File: src/rtl/hbw_pkg.sv
package hbw_pkg;

  // Controller states: expecting a rise, expecting a fall, terminal fault.
  typedef enum logic [1:0] {
    HBW_AWAIT_RISE = 2'b00,
    HBW_AWAIT_FALL = 2'b01,
    HBW_LATCHED    = 2'b10
  } hbw_state_e;

  // Per-cycle judgement of the heartbeat against the window.
  typedef struct packed {
    logic accept;   // edge inside [min, max]
    logic early;    // edge before min
    logic late;     // max reached with no edge
    logic bad_cfg;  // limits inconsistent
  } hbw_verdict_t;

  // Limits are inconsistent when the lower bound exceeds the upper one.
  function automatic logic hbw_limits_bad(input logic [31:0] lo, input logic [31:0] hi);
    return lo > hi;
  endfunction

  // A timer has reached its bound once its count is at or above it.
  function automatic logic hbw_reached(input logic [31:0] cnt, input logic [31:0] lim);
    return cnt >= lim;
  endfunction

  // Classify the current cycle. An edge takes priority over expiry, so an
  // edge exactly at the maximum is still accepted.
  function automatic hbw_verdict_t hbw_judge(input logic waiting,
                                             input logic cfg_bad,
                                             input logic edge_seen,
                                             input logic min_met,
                                             input logic max_hit);
    hbw_verdict_t v;
    v = '0;
    if (waiting) begin
      if (cfg_bad) begin
        v.bad_cfg = 1'b1;
      end else if (edge_seen) begin
        if (min_met) v.accept = 1'b1;
        else         v.early  = 1'b1;
      end else if (max_hit) begin
        v.late = 1'b1;
      end
    end
    return v;
  endfunction

  function automatic hbw_state_e hbw_next_state(input hbw_state_e cur, input hbw_verdict_t v);
    hbw_state_e nxt;
    nxt = cur;
    if (v.bad_cfg || v.early || v.late) begin
      nxt = HBW_LATCHED;
    end else if (v.accept) begin
      nxt = (cur == HBW_AWAIT_RISE) ? HBW_AWAIT_FALL : HBW_AWAIT_RISE;
    end
    return nxt;
  endfunction

endpackage

File: src/rtl/hbw_sync.sv
module hbw_sync #(
  parameter int STAGES = 2
) (
  input  logic clk,
  input  logic rst,
  input  logic async_in,
  output logic rise,
  output logic fall
);
  localparam int LAST = STAGES - 1;

  logic [STAGES-1:0] chain_q;
  logic              prev_q;

  genvar s;
  generate
    for (s = 0; s < STAGES; s++) begin : g_stage
      if (s == 0) begin : g_first
        always_ff @(posedge clk) begin
          if (rst) chain_q[0] <= 1'b0;
          else     chain_q[0] <= async_in;
        end
      end else begin : g_rest
        always_ff @(posedge clk) begin
          if (rst) chain_q[s] <= 1'b0;
          else     chain_q[s] <= chain_q[s-1];
        end
      end
    end
  endgenerate

  always_ff @(posedge clk) begin
    if (rst) prev_q <= 1'b0;
    else     prev_q <= chain_q[LAST];
  end

  assign rise = chain_q[LAST] & ~prev_q;
  assign fall = ~chain_q[LAST] & prev_q;
endmodule

File: src/rtl/hbw_limit_timer.sv
module hbw_limit_timer #(
  parameter int W = 16
) (
  input  logic         clk,
  input  logic         rst,
  input  logic         run,
  input  logic         restart,
  input  logic [W-1:0] limit,
  output logic         reached
);
  logic [W-1:0] cnt_q;

  assign reached = hbw_pkg::hbw_reached(32'(cnt_q), 32'(limit));

  // Saturates at its bound; restart loads 1 so the count equals the
  // number of cycles elapsed since the restarting edge was judged.
  always_ff @(posedge clk) begin
    if (rst)                  cnt_q <= '0;
    else if (restart)         cnt_q <= W'(1);
    else if (run && !reached) cnt_q <= cnt_q + W'(1);
  end
endmodule

File: src/rtl/hbw_limit_capture.sv
module hbw_limit_capture #(
  parameter int W = 16
) (
  input  logic         clk,
  input  logic         rst,
  input  logic [W-1:0] lo_in,
  input  logic [W-1:0] hi_in,
  output logic [W-1:0] lo_q,
  output logic [W-1:0] hi_q,
  output logic         bad
);
  always_ff @(posedge clk) begin
    if (rst) begin
      lo_q <= lo_in;
      hi_q <= hi_in;
    end
  end

  assign bad = hbw_pkg::hbw_limits_bad(32'(lo_q), 32'(hi_q));
endmodule

File: src/rtl/hbeat_window_guard.sv
module hbeat_window_guard #(
  parameter int LIM_W       = 16,
  parameter int SYNC_STAGES = 2
) (
  input  logic             clk,
  input  logic             rst,
  input  logic             hb_in,
  input  logic [LIM_W-1:0] min_cycles,
  input  logic [LIM_W-1:0] max_cycles,
  output logic             ok,
  output logic             fault
);
  import hbw_pkg::*;

  localparam int N_TIMERS  = 2;
  localparam int TIMER_MIN = 0;
  localparam int TIMER_MAX = 1;

  // Named internal events, brought out for the checker.
  logic         hb_rise;
  logic         hb_fall;
  logic         cfg_bad;
  logic         min_met;
  logic         max_hit;
  logic         edge_here;
  logic         waiting;
  logic         accept;
  hbw_verdict_t verdict;
  hbw_state_e   state_q;
  hbw_state_e   state_d;
  logic         ok_q;
  logic         fault_q;

  logic [LIM_W-1:0] lo_q;
  logic [LIM_W-1:0] hi_q;
  logic [LIM_W-1:0] bound [N_TIMERS];
  logic             hit   [N_TIMERS];

  hbw_sync #(.STAGES(SYNC_STAGES)) u_sync (
    .clk      (clk),
    .rst      (rst),
    .async_in (hb_in),
    .rise     (hb_rise),
    .fall     (hb_fall)
  );

  hbw_limit_capture #(.W(LIM_W)) u_cap (
    .clk   (clk),
    .rst   (rst),
    .lo_in (min_cycles),
    .hi_in (max_cycles),
    .lo_q  (lo_q),
    .hi_q  (hi_q),
    .bad   (cfg_bad)
  );

  assign bound[TIMER_MIN] = lo_q;
  assign bound[TIMER_MAX] = hi_q;

  genvar t;
  generate
    for (t = 0; t < N_TIMERS; t++) begin : g_timer
      hbw_limit_timer #(.W(LIM_W)) u_tmr (
        .clk     (clk),
        .rst     (rst),
        .run     (waiting),
        .restart (accept),
        .limit   (bound[t]),
        .reached (hit[t])
      );
    end
  endgenerate

  assign min_met = hit[TIMER_MIN];
  assign max_hit = hit[TIMER_MAX];

  assign waiting   = (state_q != HBW_LATCHED);
  assign edge_here = (state_q == HBW_AWAIT_RISE) ? hb_rise :
                     (state_q == HBW_AWAIT_FALL) ? hb_fall : 1'b0;

  always_comb begin
    verdict = hbw_judge(waiting, cfg_bad, edge_here, min_met, max_hit);
    state_d = hbw_next_state(state_q, verdict);
  end

  assign accept = verdict.accept;

  always_ff @(posedge clk) begin
    if (rst) begin
      state_q <= HBW_AWAIT_RISE;
      ok_q    <= 1'b1;
      fault_q <= 1'b0;
    end else begin
      state_q <= state_d;
      ok_q    <= (state_d != HBW_LATCHED);
      fault_q <= (state_d == HBW_LATCHED);
    end
  end

  assign ok    = ok_q;
  assign fault = fault_q;
endmodule

File: config.mk
export PLATFORM = sky130hd
export DESIGN_NAME = hbeat_window_guard
export DESIGN_NICKNAME = d
export VERILOG_FILES = /design/src/rtl/hbw_pkg.sv /design/src/rtl/hbw_sync.sv /design/src/rtl/hbw_limit_timer.sv /design/src/rtl/hbw_limit_capture.sv /design/src/rtl/hbeat_window_guard.sv
export SDC_FILE = /design/constraint.sdc
export NUM_CORES = 1
export LEC_CHECK = 0
export CAP_MARGIN = 20
export CELL_PAD_IN_SITES_DETAIL_PLACEMENT = 0
export CELL_PAD_IN_SITES_GLOBAL_PLACEMENT = 1
export CORE_AREA = 4 4 93 95
export DETAILED_ROUTE_END_ITERATION = 12
export DIE_AREA = 0 0 97 99
export DONT_BUFFER_PORTS = 1
export PLACE_DENSITY = 0.9
export SLEW_MARGIN = 15
export SYNTH_ARGS = -nofsm -noshare
export SYNTH_HDL_FRONTEND = slang
export SYNTH_SLANG_ARGS = --single-unit
File: constraint.sdc
create_clock -name clk -period 6.6 [get_ports clk]
set_clock_uncertainty 0.1 [all_clocks]
set_input_delay 1.32 -clock clk [delete_from_list [all_inputs] [get_ports clk]]
set_output_delay 1.32 -clock clk [all_outputs]
set_load 0.02 [all_outputs]
Word-level counts from Yosys, hierarchy flattened

Index checks and enable logic that the tools add are counted.

$add $sub $neg: 2
Eq/ne operators: 4
Order comparisons: 3
Bitwise logic cells: 4
Muxes and demuxes: 17
Reductions and logical operators: 10

Operator list:

| kind                    | count |
|---|---|
| $add A16 B1 Y16 const B | 2 |
| $ge A16 B16 Y1          | 2 |
| $gt A16 B16 Y1          | 1 |
| $mux W1                 | 12 |
| $mux W2                 | 3 |
| $mux W4                 | 1 |
| $ne A2 B2 Y1 const B    | 2 |
| $reduce_bool A2 Y1      | 2 |
| $mux W3                 | 1 |
| $and A1 B1 Y1           | 2 |
| $eq A2 B1 Y1 const B    | 1 |
| $eq A2 B2 Y1 const B    | 1 |
| $logic_and A1 B1 Y1     | 2 |
| $logic_not A1 Y1        | 2 |
| $logic_not A2 Y1        | 1 |
| $logic_or A1 B1 Y1      | 2 |
| $not A1 Y1              | 2 |
| $reduce_or A2 Y1        | 1 |

Input bits: 35
Logic and storage cells: 52
Bits in registers: 71
Output and inout port bits: 2

Depth between registers and ports, before layout

Depth in word-level cells: 11
Mapped depth: 10

Hierarchy

A second synthesis with hierarchy kept.

Cells, all modules: 414
Area total of the unflattened synthesis: 4048.9 µm²

By module, submodules not included:

| module             | area an instance (µm²) | times used | cells an instance |
|---|---|---|---|
| hbw_limit_timer    | 1199.9                 | 2          | 148 |
| hbw_limit_capture  | 1367.6                 | 1          | 88 |
| hbeat_window_guard | 190.2                  | 1          | 22 |
| hbw_sync           | 91.3                   | 1          | 8 |

Worst setup path after synthesis

No wires, ideal clock.

Path type: flip-flop to flip-flop
From: register g_timer[1].u_tmr.cnt_q[0]
To: register g_timer[1].u_tmr.cnt_q[6]
Cell stages (with the launch flop): 9
Setup slack: 4.153 ns
Data arrival time: 2.271 ns
Buffers on the path: 0
Clock period less this slack: 2.447 ns
Required time: 6.425 ns
Cells stage by stage: dfxtp_1 > inv_1 > ha_1 > nand2b_1 > a2111oi_4 > or4_1 > nand3_2 > or4_2 > a22oi_2

Word-level cells in the longest chain between the ends: 3

RTL lines:

| what                   | line                  | text |
|---|---|---|
| from (decl)            | hbw_limit_timer.sv:11 | `logic [W-1:0] cnt_q;` |
| from (signal assigned) | hbw_limit_timer.sv:20 | `else if (run && !reached) cnt_q <= cnt_q + W'(1);` |
| $ge A16 B16 Y1         | hbw_pkg.sv:25         | `return cnt >= lim;` |
| $logic_not A1 Y1       | hbw_limit_timer.sv:20 |  |
| $logic_and A1 B1 Y1    | hbw_limit_timer.sv:20 |  |

Parallel ways exist; a longest one is shown, timed or not.
A chain may end at the register's enable or synchronous reset.

Final worst setup path

From: register g_timer[1].u_tmr.cnt_q[0]
To: register g_timer[1].u_tmr.cnt_q[4]

Same word-level chain as after synthesis.

==> summary.txt <==
Outcome
  – Status: finished clean

STA
  – Period utilisation layout: 44.83%
  – Slew HR: 59.38%
  – Fin. max-slew vios: 0
  – Fmax: 338.0 MHz
  – Final setup violating endpoints: 0
  – Hold Vio Cnt, Final: 0
  – Tightest Pin Transition: 0.6092 ns
  – Post-route minimum period: 2.958 ns
  – RSZ-0062 raised after global routing: no
  – Total negative setup slack: 0 ns

Synthesis
  – Synth Register Bits: 71
  – Top FF cell, synth: dfxtp_1
  – Syn. warnings: 0
  – Syn Area/Cell: 10.36 µm²
  – Top-count cell post-synth: ha_1
  – Post-synth EDFFs: 32
  – Most frequent cells after synthesis: 50 x ha_1, 43 x inv_1, 39 x dfxtp_1
  – Mapped Cells: 396
  – Netlist cell types: 53
  – Asr flop ratio synth: 0%
  – Largest cells by area after synthesis: edfxtp_1 23%, dfxtp_1 19%, ha_1 15%
  – Post-Syn Nets: 481
  – Register area share after synthesis: 42.46%
  – Top cell type's share of synthesized area: 23.43%
  – Mapped cell area: 0.004101 mm²
  – Synth area leader: edfxtp_1

Job
  – Max-Cap Viols: 0

Worst setup path
  – CP bufs+invs: 1
  – CP max stage cell: or4_2
  – Worst path cell trace: inv_1 -> ha_1 -> nand2b_1 -> a2111oi_4 -> or4_1 -> nand3_2 -> or4_2 -> a22oi_1
  – R2r endpoint: g_timer[1].u_tmr.cnt_q[4]
  – Max incr delay on CP: 0.77 ns
  – Element type at the critical path start: flop
  – Critical path class: reg -> reg
  – Req. time, crit path: 6.77 ns
  – Crit-path max FO: 24
  – R2r setup slk: 3.64 ns
  – CP endpoint kind: flop
  – Worst Reg2Reg Path Length in Cells: 8
  – Reg-to-Reg Start: g_timer[1].u_tmr.cnt_q[0]
  – Critical Path AT: 3.13 ns
  – CP top delay family: simple AND/OR/NAND/NOR gates

Clock tree
  – Max Root-Sink Buffers: 2
  – CTS Root Cell: clkbuf_8
  – CTS tree: done
  – Clock-pin slew on the worst setup and hold paths: 0.08 ns
  – Clk Latency, worst-skew pair: 0.34 ns
  – Post-CTS Setup Bufs: 0
  – Post-CTS sizing: 0
  – Htree depth: 3
  – Clock sinks: 71
  – Total CTS buffers: 9
  – Post-CTS Hold Fix Bufs: 0

Drt
  – Antenna-violating nets left: 0
  – Per-cell routed wire length: 16.71 µm
  – M1 WL: 4057 µm
  – Drt pass-1 iters: 4
  – Top sig layer: met4
  – Drt drc: 0
  – Detailed Route Iter0 Violations: 173
  – Total Wirelength: 8405 µm
  – Total vias in the final route: 3044
  – Met2 Wirelength: 3873 µm
  – Vias/cell: 6.052
  – WL met3: 302 µm

Floorplanning
  – # rows: 32
  – IO Pins: 37
  – Core area: 0.007727 mm²
  – Die W: 97 µm
  – Die height: 99 µm
  – Initial Utilization: 53.08%
  – Die ar.: 0.009603 mm²

Cells and area
  – Total area of sequential cells: 0.001742 mm²
  – Filler instances: 620
  – NumNets Final: 481
  – N_diodes: 0
  – Post-Layout Cell Count: 503
  – Layout cells sized above 1: 9.726%
  – Area Overhead vs Synth: 7.138%
  – Area of the multi-input gates: 0.002120 mm²

Global routing
  – Largest net degree at the start of global routing: 41
  – Total global routing overflow: 0
  – First-pass GRT wire length: 13860 µm
  – Total Routing Usage GR: 18.03%
  – Vias in the first global route: 2857
  – Initial antenna violation count: 0

Worst hold path
  – WHS Path Cells: 1
  – Beginning of the worst hold path: u_sync.chain_q[0]
  – Worst Hold Class: reg -> reg
  – Hold endpoint: u_sync.chain_q[1]

Pwr
  – Pwr dens: 240.3 mW/mm²
  – Worst VDD drop: 0.0001641 V
  – Leak pwr: 1.787 nW

Place
  – Post-DP HPWL: 6434 µm
  – Port Buf Inserts: 0
  – GP Congestion: 0.8168
  – Inst Count DP: 487
## flip-flops by register name (all words and copies together), names as in the netlist
signal	flops
g_timer.u_tmr.cnt_q	32
u_cap.hi_q	16
u_cap.lo_q	16
state_q	2
u_sync.chain_q	2
fault	1
ok	1
u_sync.prev_q	1
## stage by stage
stage | util (%) | hold WS [ns] | total power, W | cell area, µm² | setup WS (ns)
2_1_floorplan | - | 0.3138 | 0.0006422 | 4101 | 4.153
4_1_cts | 56.87 | 0.3540 | 0.001059 | 4394 | 3.639
3_5_place_dp | 54.00 | 0.3378 | 0.0006807 | 4173 | 3.676
3_3_place_gp | 54.00 | 0.3193 | 0.0006740 | 4173 | 3.620
6_report | 56.87 | 0.3519 | 0.001056 | 4394 | 3.642
5_1_grt | 56.87 | 0.3711 | 0.001107 | 4394 | 3.308
## worst register-to-register path, delay by kind of cell, from the launching register on
family,cells,cell delay [ns]
DFF,1,0.39
buffers and inverters,1,0.09
and+or+nand+nor,4,1.48
AOI/OAI and AO/OA,2,0.53
adders and majority gates,1,0.28
## layer usage
layer	vias to the layer above	global-route usage, %
met1	1438	24.32
met2	72	28.72
met5	-	0
met4	0	6.911
li1	1520	-
met3	14	3.539
## cells by family (layout without fill, tap and decap cells)
| group | count (synthesis) | count (layout) | synth area share [%] |
|---|---|---|---|
| AO/OA/AOI/OAI | 108 | 108 | 20.04 |
| AND/OR/NAND/NOR | 104 | 104 | 14.92 |
| flip-flops | 71 | 71 | 42.46 |
| buffers and inverters | 57 | 62 | 5.949 |
| adder cells (fa/ha/maj) | 50 | 50 | 15.25 |
| XOR/XNOR | 3 | 3 | 0.6408 |
| multiplexers | 3 | 3 | 0.7322 |
## power breakdown
| part | internal [W] | switching [W] |
|---|---|---|
| Clock | 0.000221 | 0.000162 |
| Combinational | 0.0000650 | 0.0000876 |
| Sequential | 0.000492 | 0.0000282 |
| Total | 0.000778 | 0.000278 |
## layout make-up
cell class	instances	share of cell area, %
clock inverter	6	1.908
multi-input combinational	268	48.23
inverter	43	3.673
sequential	71	39.64
tap	102	2.904
clock buffer	10	3.132
timing repair buffer	3	0.5125
## how the worst max path moves through the flow
stage / from / depth (start not counted) / end
after floorplan: g_timer[1].u_tmr.cnt_q[0] / 8 / g_timer[1].u_tmr.cnt_q[6]
after global placement: u_cap.lo_q[7] / 9 / g_timer[0].u_tmr.cnt_q[10]
after detailed placement: u_cap.lo_q[7] / 9 / g_timer[0].u_tmr.cnt_q[10]
after CTS: g_timer[1].u_tmr.cnt_q[0] / 8 / g_timer[1].u_tmr.cnt_q[4]
after global routing: u_cap.lo_q[7] / 9 / g_timer[0].u_tmr.cnt_q[10]
final: g_timer[1].u_tmr.cnt_q[0] / 8 / g_timer[1].u_tmr.cnt_q[4]
## cells in the final DEF (no fill, tap or decap), types with 4 or more instances in the layout
cell type / n
nand3_1: 11
or4_2: 4
or3_1: 7
nand4_1: 13
o31ai_1: 20
o21a_1: 5
a22oi_1: 18
a22oi_2: 9
clkbuf_8: 10
edfxtp_1: 32
or4_1: 17
nor2b_1: 4
dfxtp_1: 39
a21oi_1: 18
o21ai_0: 10
inv_1: 43
ha_1: 50
a21o_1: 7
nand2_1: 23
nor2_1: 6
Note: power is estimated with default switching activity, not from simulation.
